### src/rtl/tsq_pkg.sv
package tsq_pkg;
    localparam int TSQ_SLOTS  = 6;
    localparam int TSQ_RES_W  = 12;
    localparam int TSQ_CMD_W  = 26;
    localparam int TSQ_CNT_W  = 16;
    localparam int TSQ_ADDR_W = 6;
    localparam int HI_LANE    = 16;

    localparam logic [TSQ_ADDR_W-1:0] OFF_ENABLE = 6'h00;
    localparam logic [TSQ_ADDR_W-1:0] OFF_CFG    = 6'h04;
    localparam logic [TSQ_ADDR_W-1:0] OFF_STATUS = 6'h0C;
    localparam logic [TSQ_ADDR_W-1:0] OFF_SAME   = 6'h10;
    localparam logic [TSQ_ADDR_W-1:0] OFF_WAIT   = 6'h14;
    localparam logic [TSQ_ADDR_W-1:0] OFF_TDATA  = 6'h18;
    localparam logic [TSQ_ADDR_W-1:0] OFF_CMD    = 6'h24;

    localparam int ENG_BIT       = 2;
    localparam int LIST_MODE_BIT = 22;
    localparam int READY_BIT     = 2;

    typedef enum logic [1:0] {
        SQ_IDLE   = 2'd0,
        SQ_SETTLE = 2'd1,
        SQ_CONV   = 2'd2,
        SQ_DONE   = 2'd3
    } sq_state_e;

    // number of packed result words needed for n entries
    function automatic int pairs_of(input int n);
        return (n + 1) / 2;
    endfunction
endpackage

### src/rtl/tsq_regs.sv
module tsq_regs
    import tsq_pkg::*;
#(
    parameter int SLOTS = TSQ_SLOTS,
    parameter int CMD_W = TSQ_CMD_W,
    parameter int CNT_W = TSQ_CNT_W,
    localparam int PTR_W = $clog2(SLOTS + 1)
) (
    input  logic                  clk,
    input  logic                  rst,
    input  logic                  bus_wr,
    input  logic                  bus_rd,
    input  logic [TSQ_ADDR_W-1:0] bus_addr,
    input  logic [31:0]           bus_wdata,
    input  logic [31:0]           tdata_word,
    input  logic                  ready,
    output logic [31:0]           bus_rdata,
    output logic                  eng_en,
    output logic                  list_mode,
    output logic [CNT_W-1:0]      settle_len,
    output logic [CNT_W-1:0]      same_len,
    output logic [CMD_W-1:0]      cmd_list [SLOTS],
    output logic [PTR_W-1:0]      list_len,
    output logic                  ready_clr,
    output logic                  tdata_pop
);
    logic              en_q;
    logic [31:0]       cfg_q;
    logic [CNT_W-1:0]  same_q, wait_q;
    logic [PTR_W-1:0]  wptr_q, len_q;
    logic [CMD_W-1:0]  slot_q [SLOTS];
    logic              cmd_wr, cmd_rd, cmd_end;

    assign cmd_wr  = bus_wr && (bus_addr == OFF_CMD);
    assign cmd_rd  = bus_rd && (bus_addr == OFF_CMD);
    assign cmd_end = (bus_wdata[CMD_W-1:0] == '0);

    always_ff @(posedge clk) begin
        if (rst) begin
            en_q   <= 1'b0;
            cfg_q  <= '0;
            same_q <= '0;
            wait_q <= '0;
            wptr_q <= '0;
            len_q  <= '0;
            for (int i = 0; i < SLOTS; i++) slot_q[i] <= '0;
        end else begin
            if (bus_wr) begin
                case (bus_addr)
                    OFF_ENABLE: en_q   <= bus_wdata[ENG_BIT];
                    OFF_CFG:    cfg_q  <= bus_wdata;
                    OFF_SAME:   same_q <= bus_wdata[CNT_W-1:0];
                    OFF_WAIT:   wait_q <= bus_wdata[CNT_W-1:0];
                    default: ;
                endcase
            end
            if (cmd_wr) begin
                if (cmd_end) begin
                    len_q <= wptr_q;
                end else if (wptr_q < PTR_W'(SLOTS)) begin
                    slot_q[wptr_q] <= bus_wdata[CMD_W-1:0];
                    wptr_q         <= wptr_q + 1'b1;
                end
            end
            if (cmd_rd) wptr_q <= '0;
        end
    end

    always_comb begin
        bus_rdata = '0;
        if (bus_rd) begin
            case (bus_addr)
                OFF_ENABLE: bus_rdata[ENG_BIT]   = en_q;
                OFF_CFG:    bus_rdata            = cfg_q;
                OFF_STATUS: bus_rdata[READY_BIT] = ready;
                OFF_SAME:   bus_rdata            = 32'(same_q);
                OFF_WAIT:   bus_rdata            = 32'(wait_q);
                OFF_TDATA:  bus_rdata            = tdata_word;
                default:    bus_rdata            = '0;
            endcase
        end
    end

    assign eng_en     = en_q;
    assign list_mode  = cfg_q[LIST_MODE_BIT];
    assign settle_len = wait_q;
    assign same_len   = same_q;
    assign list_len   = len_q;
    assign cmd_list   = slot_q;
    assign ready_clr  = bus_wr && (bus_addr == OFF_STATUS) && bus_wdata[READY_BIT];
    assign tdata_pop  = bus_rd && (bus_addr == OFF_TDATA);

    // the append pointer never passes the list capacity
    assert_wptr_bound_R2: assert property (@(posedge clk) disable iff (rst)
        wptr_q <= PTR_W'(SLOTS));

    // a closed list never claims more entries than capacity
    assert_len_bound_R2: assert property (@(posedge clk) disable iff (rst)
        len_q <= PTR_W'(SLOTS));
endmodule

### src/rtl/tsq_seq.sv
module tsq_seq
    import tsq_pkg::*;
#(
    parameter int SLOTS = TSQ_SLOTS,
    parameter int CMD_W = TSQ_CMD_W,
    parameter int CNT_W = TSQ_CNT_W,
    localparam int PTR_W = $clog2(SLOTS + 1)
) (
    input  logic             clk,
    input  logic             rst,
    input  logic             go,
    input  logic [CNT_W-1:0] settle_len,
    input  logic [CNT_W-1:0] same_len,
    input  logic [CMD_W-1:0] cmd_list [SLOTS],
    input  logic [PTR_W-1:0] list_len,
    output logic             sample_req,
    output logic [CMD_W-1:0] sample_cmd,
    output logic             cap_we,
    output logic [PTR_W-1:0] cap_idx,
    output logic [PTR_W-1:0] run_len,
    output logic             publish
);
    sq_state_e        state_q;
    logic [CNT_W-1:0] settle_q, rep_q;
    logic [PTR_W-1:0] idx_q, len_q;

    always_ff @(posedge clk) begin
        if (rst) begin
            state_q  <= SQ_IDLE;
            settle_q <= '0;
            rep_q    <= '0;
            idx_q    <= '0;
            len_q    <= '0;
        end else if (!go) begin
            state_q <= SQ_IDLE;
        end else begin
            case (state_q)
                SQ_IDLE: begin
                    state_q  <= SQ_SETTLE;
                    settle_q <= settle_len;
                    len_q    <= list_len;
                end
                SQ_SETTLE: begin
                    if (settle_q == '0) begin
                        state_q <= SQ_CONV;
                        idx_q   <= '0;
                        rep_q   <= same_len;
                    end else begin
                        settle_q <= settle_q - 1'b1;
                    end
                end
                SQ_CONV: begin
                    if (rep_q == '0) begin
                        if (idx_q == len_q - 1'b1) begin
                            state_q <= SQ_DONE;
                        end else begin
                            idx_q <= idx_q + 1'b1;
                            rep_q <= same_len;
                        end
                    end else begin
                        rep_q <= rep_q - 1'b1;
                    end
                end
                default: state_q <= SQ_IDLE;
            endcase
        end
    end

    assign sample_req = (state_q == SQ_CONV) && go;
    assign sample_cmd = sample_req ? cmd_list[idx_q] : '0;
    assign cap_we     = sample_req;
    assign cap_idx    = idx_q;
    assign run_len    = len_q;
    assign publish    = (state_q == SQ_DONE) && go;

    // a command on the wire is never the terminator value
    assert_cmd_nonzero_R3: assert property (@(posedge clk) disable iff (rst)
        sample_req |-> (sample_cmd != '0));

    // conversion never addresses an entry beyond the run length
    assert_idx_bound_R4: assert property (@(posedge clk) disable iff (rst)
        sample_req |-> (idx_q < len_q));
endmodule

### src/rtl/tsq_resbuf.sv
module tsq_resbuf
    import tsq_pkg::*;
#(
    parameter int SLOTS = TSQ_SLOTS,
    parameter int RES_W = TSQ_RES_W,
    localparam int PTR_W = $clog2(SLOTS + 1)
) (
    input  logic             clk,
    input  logic             rst,
    input  logic             cap_we,
    input  logic [PTR_W-1:0] cap_idx,
    input  logic [RES_W-1:0] sample_in,
    input  logic             publish,
    input  logic [PTR_W-1:0] run_len,
    input  logic             ready_clr,
    input  logic             tdata_pop,
    output logic             ready,
    output logic [31:0]      tdata_word
);
    logic [RES_W-1:0] cap_q [SLOTS];
    logic [RES_W-1:0] res_q [SLOTS];
    logic [PTR_W-1:0] pub_len_q, rptr_q, npairs, lo_ix, hi_ix;
    logic             ready_q, has_pair;

    always_comb begin
        npairs     = PTR_W'(pairs_of(int'(pub_len_q)));
        has_pair   = ready_q && (rptr_q < npairs);
        lo_ix      = PTR_W'({rptr_q, 1'b0});
        hi_ix      = lo_ix + 1'b1;
        tdata_word = '0;
        if (has_pair) begin
            tdata_word[RES_W-1:0] = res_q[lo_ix];
            if (hi_ix < pub_len_q) tdata_word[HI_LANE +: RES_W] = res_q[hi_ix];
        end
    end

    always_ff @(posedge clk) begin
        if (rst) begin
            for (int i = 0; i < SLOTS; i++) begin
                cap_q[i] <= '0;
                res_q[i] <= '0;
            end
            pub_len_q <= '0;
            rptr_q    <= '0;
            ready_q   <= 1'b0;
        end else begin
            if (cap_we) cap_q[cap_idx] <= sample_in;
            if (publish) begin
                for (int i = 0; i < SLOTS; i++) res_q[i] <= cap_q[i];
                pub_len_q <= run_len;
                rptr_q    <= '0;
                ready_q   <= 1'b1;
            end else begin
                if (ready_clr) ready_q <= 1'b0;
                if (tdata_pop && has_pair) rptr_q <= rptr_q + 1'b1;
            end
        end
    end

    assign ready = ready_q;

    // readout never runs past the published pairs
    assert_pop_bound_R7: assert property (@(posedge clk) disable iff (rst)
        rptr_q <= npairs);
endmodule

### src/rtl/touch_cmd_seq.sv
module touch_cmd_seq
    import tsq_pkg::*;
#(
    parameter int SLOTS = TSQ_SLOTS,
    parameter int RES_W = TSQ_RES_W,
    parameter int CMD_W = TSQ_CMD_W,
    parameter int CNT_W = TSQ_CNT_W,
    localparam int PTR_W = $clog2(SLOTS + 1)
) (
    input  logic                  clk,
    input  logic                  rst,
    input  logic                  bus_wr,
    input  logic                  bus_rd,
    input  logic [TSQ_ADDR_W-1:0] bus_addr,
    input  logic [31:0]           bus_wdata,
    output logic [31:0]           bus_rdata,
    input  logic [RES_W-1:0]      sample_data,
    output logic                  sample_req,
    output logic [CMD_W-1:0]      sample_cmd,
    output logic                  touch_ready
);
    logic             eng_en, list_mode, ready_clr, tdata_pop, go;
    logic             cap_we, publish;
    logic [CNT_W-1:0] settle_len, same_len;
    logic [CMD_W-1:0] cmd_list [SLOTS];
    logic [PTR_W-1:0] list_len, cap_idx, run_len;
    logic [31:0]      tdata_word;

    tsq_regs #(.SLOTS(SLOTS), .CMD_W(CMD_W), .CNT_W(CNT_W)) u_regs (
        .clk        (clk),
        .rst        (rst),
        .bus_wr     (bus_wr),
        .bus_rd     (bus_rd),
        .bus_addr   (bus_addr),
        .bus_wdata  (bus_wdata),
        .tdata_word (tdata_word),
        .ready      (touch_ready),
        .bus_rdata  (bus_rdata),
        .eng_en     (eng_en),
        .list_mode  (list_mode),
        .settle_len (settle_len),
        .same_len   (same_len),
        .cmd_list   (cmd_list),
        .list_len   (list_len),
        .ready_clr  (ready_clr),
        .tdata_pop  (tdata_pop)
    );

    assign go = eng_en && list_mode && (list_len != '0);

    tsq_seq #(.SLOTS(SLOTS), .CMD_W(CMD_W), .CNT_W(CNT_W)) u_seq (
        .clk        (clk),
        .rst        (rst),
        .go         (go),
        .settle_len (settle_len),
        .same_len   (same_len),
        .cmd_list   (cmd_list),
        .list_len   (list_len),
        .sample_req (sample_req),
        .sample_cmd (sample_cmd),
        .cap_we     (cap_we),
        .cap_idx    (cap_idx),
        .run_len    (run_len),
        .publish    (publish)
    );

    tsq_resbuf #(.SLOTS(SLOTS), .RES_W(RES_W)) u_resbuf (
        .clk        (clk),
        .rst        (rst),
        .cap_we     (cap_we),
        .cap_idx    (cap_idx),
        .sample_in  (sample_data),
        .publish    (publish),
        .run_len    (run_len),
        .ready_clr  (ready_clr),
        .tdata_pop  (tdata_pop),
        .ready      (touch_ready),
        .tdata_word (tdata_word)
    );

    // no conversion strobe unless both enables are set
    assert_req_enabled_R5: assert property (@(posedge clk) disable iff (rst)
        sample_req |-> (eng_en && list_mode));

    // ready only rises out of a completion cycle
    assert_ready_src_R6: assert property (@(posedge clk) disable iff (rst)
        $rose(touch_ready) |-> $past(publish));

    // result reads return zero while nothing is published
    assert_idle_data_zero_R8: assert property (@(posedge clk) disable iff (rst)
        (tdata_pop && !touch_ready) |-> (bus_rdata == '0));
endmodule

### config.mk
export PLATFORM = sky130hd
export DESIGN_NAME = touch_cmd_seq
export DESIGN_NICKNAME = d
export VERILOG_FILES = /design/src/rtl/tsq_pkg.sv /design/src/rtl/tsq_regs.sv /design/src/rtl/tsq_seq.sv /design/src/rtl/tsq_resbuf.sv /design/src/rtl/touch_cmd_seq.sv
export SDC_FILE = /design/constraint.sdc
export NUM_CORES = 1
export LEC_CHECK = 0
export ABC_AREA = 0
export BUFFER_PORTS_ARGS = -buffer_cell sky130_fd_sc_hd__buf_2
export CAP_MARGIN = 20
export CORE_MARGIN = 5
export CORE_UTILIZATION = 40
export CTS_CLUSTER_DIAMETER = 80
export DETAILED_ROUTE_END_ITERATION = 16
export PLACE_DENSITY = 0.61
export SYNTH_ARGS = -nofsm -noshare
export SYNTH_HDL_FRONTEND = slang
export SYNTH_HIERARCHICAL = 1
export SYNTH_SLANG_ARGS = --single-unit
### constraint.sdc
create_clock -name clk -period 9.7 [get_ports clk]
set_input_delay 2.91 -clock clk [delete_from_list [all_inputs] [get_ports clk]]
set_output_delay 2.91 -clock clk [all_outputs]
set_load 0.02 [all_outputs]
==> flow_metrics.env, run 1 <==
export IMPL_ys_async_sr_fraction_pct=0
export IMPL_cap_violations=0
export IMPL_synth_seq_area_share_pct=49.4
export IMPL_cts_buffers=46
export IMPL_h_tree_depth=2
export IMPL_fin_ws_ns=1.49
export IMPL_dp_cells=2562
export IMPL_arrival_ns=5.30
export IMPL_via_per_inst=5.37
export IMPL_fmax_mhz=122
export IMPL_grt_max_degree=219
export IMPL_pwr_share_comb_pct=3.0
export IMPL_synth_top_family_by_area="simple AND/OR/NAND/NOR gates"
export IMPL_crit_type="in2out"
export IMPL_clkTransAtPathRegs_ns=0.06
export IMPL_first_pass_iters=5
export IMPL_n_antenna_cell=0
export IMPL_ant_nets=0
export IMPL_ys_warnings_count=6
export IMPL_synth_edf_count=144
export IMPL_relSlewSlack_pct=29.9
export IMPL_post_cts_resized=0
export IMPL_rsz0062_at_grt="false"
export IMPL_fin_crit_ns=8.21
export IMPL_stdcell_area_mm2=0.0225
export IMPL_min_delay_path_class="reg2reg"
export IMPL_maxSlewViolCount=0
export IMPL_routed_wirelength_um=53500
export IMPL_dieArea_mm2=0.0544
export IMPL_clock_path_buffers=3
export IMPL_synthMuxAreaShare_pct=17.1
export IMPL_tns_ns=0
export IMPL_io_pins=114
export IMPL_post_dp_cell_area_mm2=0.0209
export IMPL_power_switching_uw=788
export IMPL_grt_pass1_wl_um=82400
export IMPL_initial_core_util_pct=40.6
export IMPL_first_global_vias=14200
export IMPL_io_buffers=113
export IMPL_cts_root_buffer="clkbuf_16"
export IMPL_yosys_cell_types_count=80
export IMPL_final_nets=2020
export IMPL_critPathRequiredTime_ns=6.79
export IMPL_hpwl_um=34400
export IMPL_gr_total_overflow=0
export IMPL_cts_hold_buffers=0
export IMPL_gr_usage_all_layers_pct=19.1
export IMPL_gp_routability_congestion=0.869
export IMPL_die_w_um=233
export IMPL_hold_viol_final=0
export IMPL_status="completed"
export IMPL_synth_seq_cells=420
export IMPL_cp_start_kind="input pin"
export IMPL_p_int_mw=2.96
export IMPL_clockPowerShare_pct=47.4
export IMPL_ys_flop_type="dfxtp_1"
export IMPL_rows=81
export IMPL_avgRoutedWirePerCell_um=20.2
export IMPL_synth_fa_ha_area_share_pct=1.00
export IMPL_core_area_mm2=0.0492
export IMPL_tritoncts="done"
export IMPL_seqPwrFrac_pct=49.6
export IMPL_cp_end_kind="output port"
export IMPL_p_total_mw=3.74
export IMPL_drtIter0Drc=1455
export IMPL_syn_inst=1901
export IMPL_p_sw_share_pct=21.0
export IMPL_p_per_area_mw_per_mm2=167
export IMPL_clk_insertion_delay_late_ns=0.56
export IMPL_yosys_area_share_xor_xnor_pct=0.339
export IMPL_tightest_slew_ns=1.05
export IMPL_avgSynthCellArea_um2=10.5
export IMPL_max_vdd_ir_drop_uv=116
export IMPL_drcViolationCount=0
export IMPL_dieHeight_um=233
export IMPL_setup_viol=0
export IMPL_syn_to_final_growth_pct=12.7
export IMPL_synth_compound_area_share_pct=8.64
export IMPL_synth_simple_area_share_pct=19.1
export IMPL_antenna_found_initial=0
export IMPL_place_ws_ns=1.53
export IMPL_num_vias=14200
export IMPL_cts_setup_buffers=0
export IMPL_drive_gt1_share_pct=16.3
export IMPL_final_setup_skew_ns=0.0110
export IMPL_fill_cells=4611
export IMPL_clock_sinks=420
export IMPL_period_share_pct=84.7
export IMPL_syn_area_mm2=0.0199
export IMPL_cp_max_fo=18
export IMPL_fin_cells=2652
export IMPL_p_leak_nw=9.04
[worst paths after layout]
| kind | start | end | slack, ns | cells after the start |
|---|---|---|---|---|
| max | bus_addr[1] | bus_rdata[20] | 1.49 | 7 |
| min reg2reg | u_regs/cfg_q[0] | u_regs/cfg_q[0] | 0.46 | 2 |
| max reg2reg | u_seq/state_q[0] | u_resbuf/cap_q[2][5] | 5.75 | 8 |
| min | u_regs/cfg_q[0] | u_regs/cfg_q[0] | 0.46 | 2 |
[logic make-up after synthesis]
group | count (synthesis)
mux | 301
simple gates | 725
flops | 420
buf+inv | 180
fa+ha+maj | 16
xor+xnor | 6
other cells | 1
compound gates | 252
[cells in the mapped netlist, types with 4 or more instances]
library cell    n  share of area (%)
inv_1          34               0.64
nor2_1        180                3.4
a22oi_1        44                1.7
o31ai_1         4               0.15
dfxtp_1       276                 28
mux2_2         51                2.9
o32ai_1         9               0.40
nand2b_1      194                6.1
a21o_1          4               0.15
clkbuf_1       81                1.5
buf_1           6               0.11
and2_1         94                3.0
o21ai_0        21               0.53
a21oi_1        94                2.4
nand2_1       133                2.5
buf_6          13               0.73
and3_1         13               0.41
o21ai_1         9               0.23
mux2i_1       224                 11
a31oi_1         7               0.22
o211ai_1        6               0.23
nand3_1        16               0.40
a222oi_1       16               0.80
mux4_2         26                2.9
nor4_1          9               0.28
or3_1           5               0.16
nand4_1        10               0.31
nor2b_1        14               0.44
a211oi_1        7               0.26
nor3_1         24               0.60
edfxtp_1      144                 22
buf_2          24               0.60
buf_4          20               0.75
ha_1           16                1.0
nor3_2          9               0.45
[critical path, stage by stage]
cell     delay, ns
buf_2         0.14
or4b_1        0.63
nor3b_4       0.88
buf_4         0.36
a22oi_1       0.09
nor2_1        0.11
buf_2         0.17
[layer usage]
metal / vias up / routed length, µm / global-route usage [%]
met4: 0 / 1760 / 6.77
met3: 83 / 3040 / 3.00
li1: 6789 / - / -
met5: - / 0 / 0
met1: 6963 / 24100 / 26.1
met2: 406 / 24600 / 30.8
[layout make-up]
class / instances / area, µm² / share of cell area (%)
clock buffer: 76 / 1450 / 6.45
clock inverter: 10 / 103 / 0.457
sequential: 420 / 9850 / 43.9
tap: 664 / 831 / 3.70
timing repair buffer: 138 / 779 / 3.47
multi-input combinational: 1308 / 9310 / 41.4
inverter: 36 / 135 / 0.602
[flip-flops by register name, indices dropped and copies added (netlist names), named ones only]
signal,flops
u_seq/rep_q,16
u_resbuf/ready,1
u_regs/cfg_q,32
u_regs/cmd_list,156
u_seq/run_len,3
u_regs/settle_len,16
u_regs/list_len,3
u_seq/cap_idx,3
u_regs/eng_en,1
u_resbuf/cap_q,72
u_seq/settle_q,16
u_resbuf/res_q,72
u_regs/same_len,16
u_regs/wptr_q,3
u_resbuf/rptr_q,3
u_resbuf/pub_len_q,3
u_seq/state_q,2
[placed cells by master, fill, tap and decap left out, types with 44 or more instances in the layout]
master | netlist | final
a21oi_1 | 94 | 94
a22oi_1 | 44 | 44
and2_1 | 94 | 94
buf_2 | 24 | 112
clkbuf_16 | 0 | 50
dfxtp_1 | 276 | 275
edfxtp_1 | 144 | 144
mux2_2 | 51 | 51
mux2i_1 | 224 | 224
nand2_1 | 133 | 133
nand2b_1 | 194 | 194
nor2_1 | 180 | 179
[stage by stage]
step,hold WS (ns),util (%)
floorplan,0.436,-
global placement,0.442,42.5
detailed placement,0.448,42.5
CTS,0.457,45.6
global route,0.482,45.7
finish,0.457,45.7
[power by group through the flow]
stage	Combinational (mW)	Clock, mW	Sequential, mW
global placement	0.111	0	1.89
global route	0.122	1.88	1.86
finish	0.114	1.77	1.86
CTS	0.113	1.81	1.86
detailed placement	0.113	0	1.90
floorplan	0.0680	0	1.89
Power figures use the tool's default switching activity.
==> run 2: changes to the inputs <==
- ABC_AREA: 0 -> 1
- clock period: 9.7 -> 7.98 ns (I/O delays scaled with it)
==> run 2 against run 1 <==
Net effect: hold slack improved by 0.0074 ns; final area grew 8.0%; global-route usage increased by 2.0 points; clock skew rose by 0.00072 ns; die area increased by 8.9%; synthesized cell count is 60% higher; cell count is 43% higher; worst setup slack got worse by 0.16 ns; register-to-register slack got worse by 1.3 ns; synthesized area increased by 9.3%; largest cell class unchanged; total power increased by 27%; clock-buffer cell count is 8 lower.
==> flow_metrics.env, run 2 <==
export IMPL_clock_sinks=420
export IMPL_synth_edf_count=144
export IMPL_grt_pass1_wl_um=101000
export IMPL_max_vdd_ir_drop_uv=150
export IMPL_cts_buffers=49
export IMPL_avgSynthCellArea_um2=7.15
export IMPL_arrival_ns=4.26
export IMPL_cap_violations=0
export IMPL_period_share_pct=83.4
export IMPL_dieHeight_um=243
export IMPL_p_per_area_mw_per_mm2=195
export IMPL_largest_reg_flops=156
export IMPL_first_pass_iters=7
export IMPL_post_dp_cell_area_mm2=0.0226
export IMPL_drcViolationCount=0
export IMPL_cp_max_fo=17
export IMPL_final_cell_mix="nand2_1, nor2_1, inv_1, dfxtp_1, o21ai_0"
export IMPL_fmax_mhz=150
export IMPL_synth_fa_ha_area_share_pct=0.919
export IMPL_antenna_found_initial=0
export IMPL_via_per_inst=4.99
export IMPL_avgRoutedWirePerCell_um=17.0
export IMPL_post_cts_resized=0
export IMPL_cp_start_kind="input pin"
export IMPL_critPathRequiredTime_ns=5.59
export IMPL_ant_nets=0
export IMPL_yosys_cell_types_count=46
export IMPL_synth_seq_area_share_pct=45.2
export IMPL_grt_max_degree=102
export IMPL_synth_top_family_by_area="simple AND/OR/NAND/NOR gates"
export IMPL_route_met3_wl_um=3470
export IMPL_yosys_top_cells_area="dfxtp_1, edfxtp_1, nand2_1"
export IMPL_synth_seq_cells=420
export IMPL_cts_hold_buffers=0
export IMPL_io_pins=114
export IMPL_dieArea_mm2=0.0592
export IMPL_status="completed"
export IMPL_cts_setup_buffers=0
export IMPL_die_w_um=243
export IMPL_gr_usage_all_layers_pct=21.1
export IMPL_yosysTopAreaCell="dfxtp_1"
export IMPL_gr_total_overflow=0
export IMPL_clk_insertion_delay_late_ns=0.58
export IMPL_tightest_slew_ns=1.12
export IMPL_maxSlewViolCount=0
export IMPL_fin_crit_ns=6.65
export IMPL_cp_end_kind="output port"
export IMPL_synth_top_area_share_pct=25.4
export IMPL_rows=85
export IMPL_initial_core_util_pct=40.4
export IMPL_p_leak_nw=10.7
export IMPL_setup_viol=0
export IMPL_drive_gt1_share_pct=10.3
export IMPL_gp_routability_congestion=0.805
export IMPL_syn_area_mm2=0.0218
export IMPL_hold_viol_final=0
export IMPL_synthMuxAreaShare_pct=0.0459
export IMPL_h_tree_depth=2
export IMPL_cts_root_buffer="clkbuf_16"
export IMPL_top_layer_used="met4"
export IMPL_ys_async_sr_fraction_pct=0
export IMPL_rsz0062_at_grt="false"
export IMPL_clock_path_buffers=3
export IMPL_crit_type="in2out"
export IMPL_routed_wirelength_um=64700
export IMPL_yosys_area_share_xor_xnor_pct=0.603
export IMPL_core_area_mm2=0.0539
export IMPL_ys_warnings_count=6
export IMPL_tns_ns=0
export IMPL_final_common_cell="nand2_1"
export IMPL_syn_inst=3046
export IMPL_final_setup_skew_ns=0.0117
export IMPL_fill_cells=5492
export IMPL_tritoncts="done"
export IMPL_ys_flop_type="dfxtp_1"
export IMPL_syn_to_final_growth_pct=11.3
export IMPL_first_global_vias=17400
export IMPL_met2_length_um=30100
export IMPL_io_buffers=113
export IMPL_min_delay_path_class="reg2reg"
export IMPL_synth_most_common_cell="nand2_1"
export IMPL_final_nets=3129
export IMPL_relSlewSlack_pct=25.3
export IMPL_num_vias=18900
export IMPL_clkTransAtPathRegs_ns=0.06
export IMPL_synth_simple_area_share_pct=28.5
export IMPL_drt_met1_wl_um=29900
export IMPL_synth_compound_area_share_pct=10.9
export IMPL_hpwl_um=41100
export IMPL_synth_common_cells="nand2_1, nor2_1, inv_1"
export IMPL_drtIter0Drc=1387
export IMPL_stdcell_area_mm2=0.0243
[run 2: changes by cell type in the layout (fill, tap and decap cells not counted), moves of 51 or more]
| cell | change |
|---|---|
| nand4_1 | +153 |
| nand2b_1 | -194 |
| inv_1 | +476 |
| nor2_1 | +343 |
| o21ai_0 | +160 |
| mux2_2 | -51 |
| mux2i_1 | -223 |
| nand2_1 | +478 |
| and2_1 | -94 |
[run 2: metrics by stage]
step | util [%] | worst slack [ns] | hold slack [ns] | total power [mW] | cells
after floorplan | - | 1.90 | 0.440 | 2.40 | 3053
after global placement | 41.8 | 1.22 | 0.451 | 2.47 | 3700
after detailed placement | 41.9 | 1.19 | 0.454 | 2.47 | 3701
after CTS | 44.9 | 1.20 | 0.463 | 4.78 | 3791
after global routing | 45.0 | 1.21 | 0.501 | 4.89 | 3794
final | 45.0 | 1.33 | 0.464 | 4.74 | 3795
[run 2: final timing paths]
check             slack, ns               from  depth (start not counted)                     to
hold / removal         0.46  u_seq/settle_q[1]                          2      u_seq/settle_q[1]
hold reg to reg        0.46  u_seq/settle_q[1]                          2      u_seq/settle_q[1]
setup reg to reg       4.49   u_regs/cfg_q[22]                          9  u_resbuf/cap_q[4][10]
setup / recovery       1.33        bus_addr[3]                          9           bus_rdata[2]
[run 2: where the power goes]
group,switching [mW],internal [mW],total [mW],leakage [nW]
combinational,0.123,0.0391,0.162,6.33
clock,0.922,1.39,2.31,0.801
sequential,0.0139,2.25,2.26,3.59
[run 2: metal layers]
metal	track usage [%]	up-vias
li1	-	9603
met1	29.7	8740
met2	34.9	516
met3	2.60	73
met4	4.86	0
met5	0	-
[run 2: logic make-up (layout without fill, tap and decap cells)]
family | after synthesis | after routing
flops | 420 | 420
fa+ha+maj | 16 | 16
compound gates | 427 | 427
buf+inv | 739 | 784
xor+xnor | 15 | 15
other cells | 1 | 9
simple gates | 1427 | 1427
mux | 1 | 1
[run 2: cell type report]
type | count | area (µm²) | area share [%]
timing repair buffer | 141 | 816 | 3.36
clock buffer | 68 | 1360 | 5.60
clock inverter | 22 | 288 | 1.19
multi-input combinational | 1894 | 8990 | 37.1
sequential | 420 | 9850 | 40.6
antenna | 1 | 2.50 | 0.0103
inverter | 553 | 2080 | 8.58
tap | 696 | 871 | 3.59
[run 2: worst max-delay path, cell delays in order]
cell and delay (ns):
buf_2 0.12, inv_2 0.04, nand2_2 0.07, nor2_4 0.05, nand2_2 0.29, clkinv_1 0.63, a22oi_1 0.37, a21oi_1 0.12
buf_2 0.17
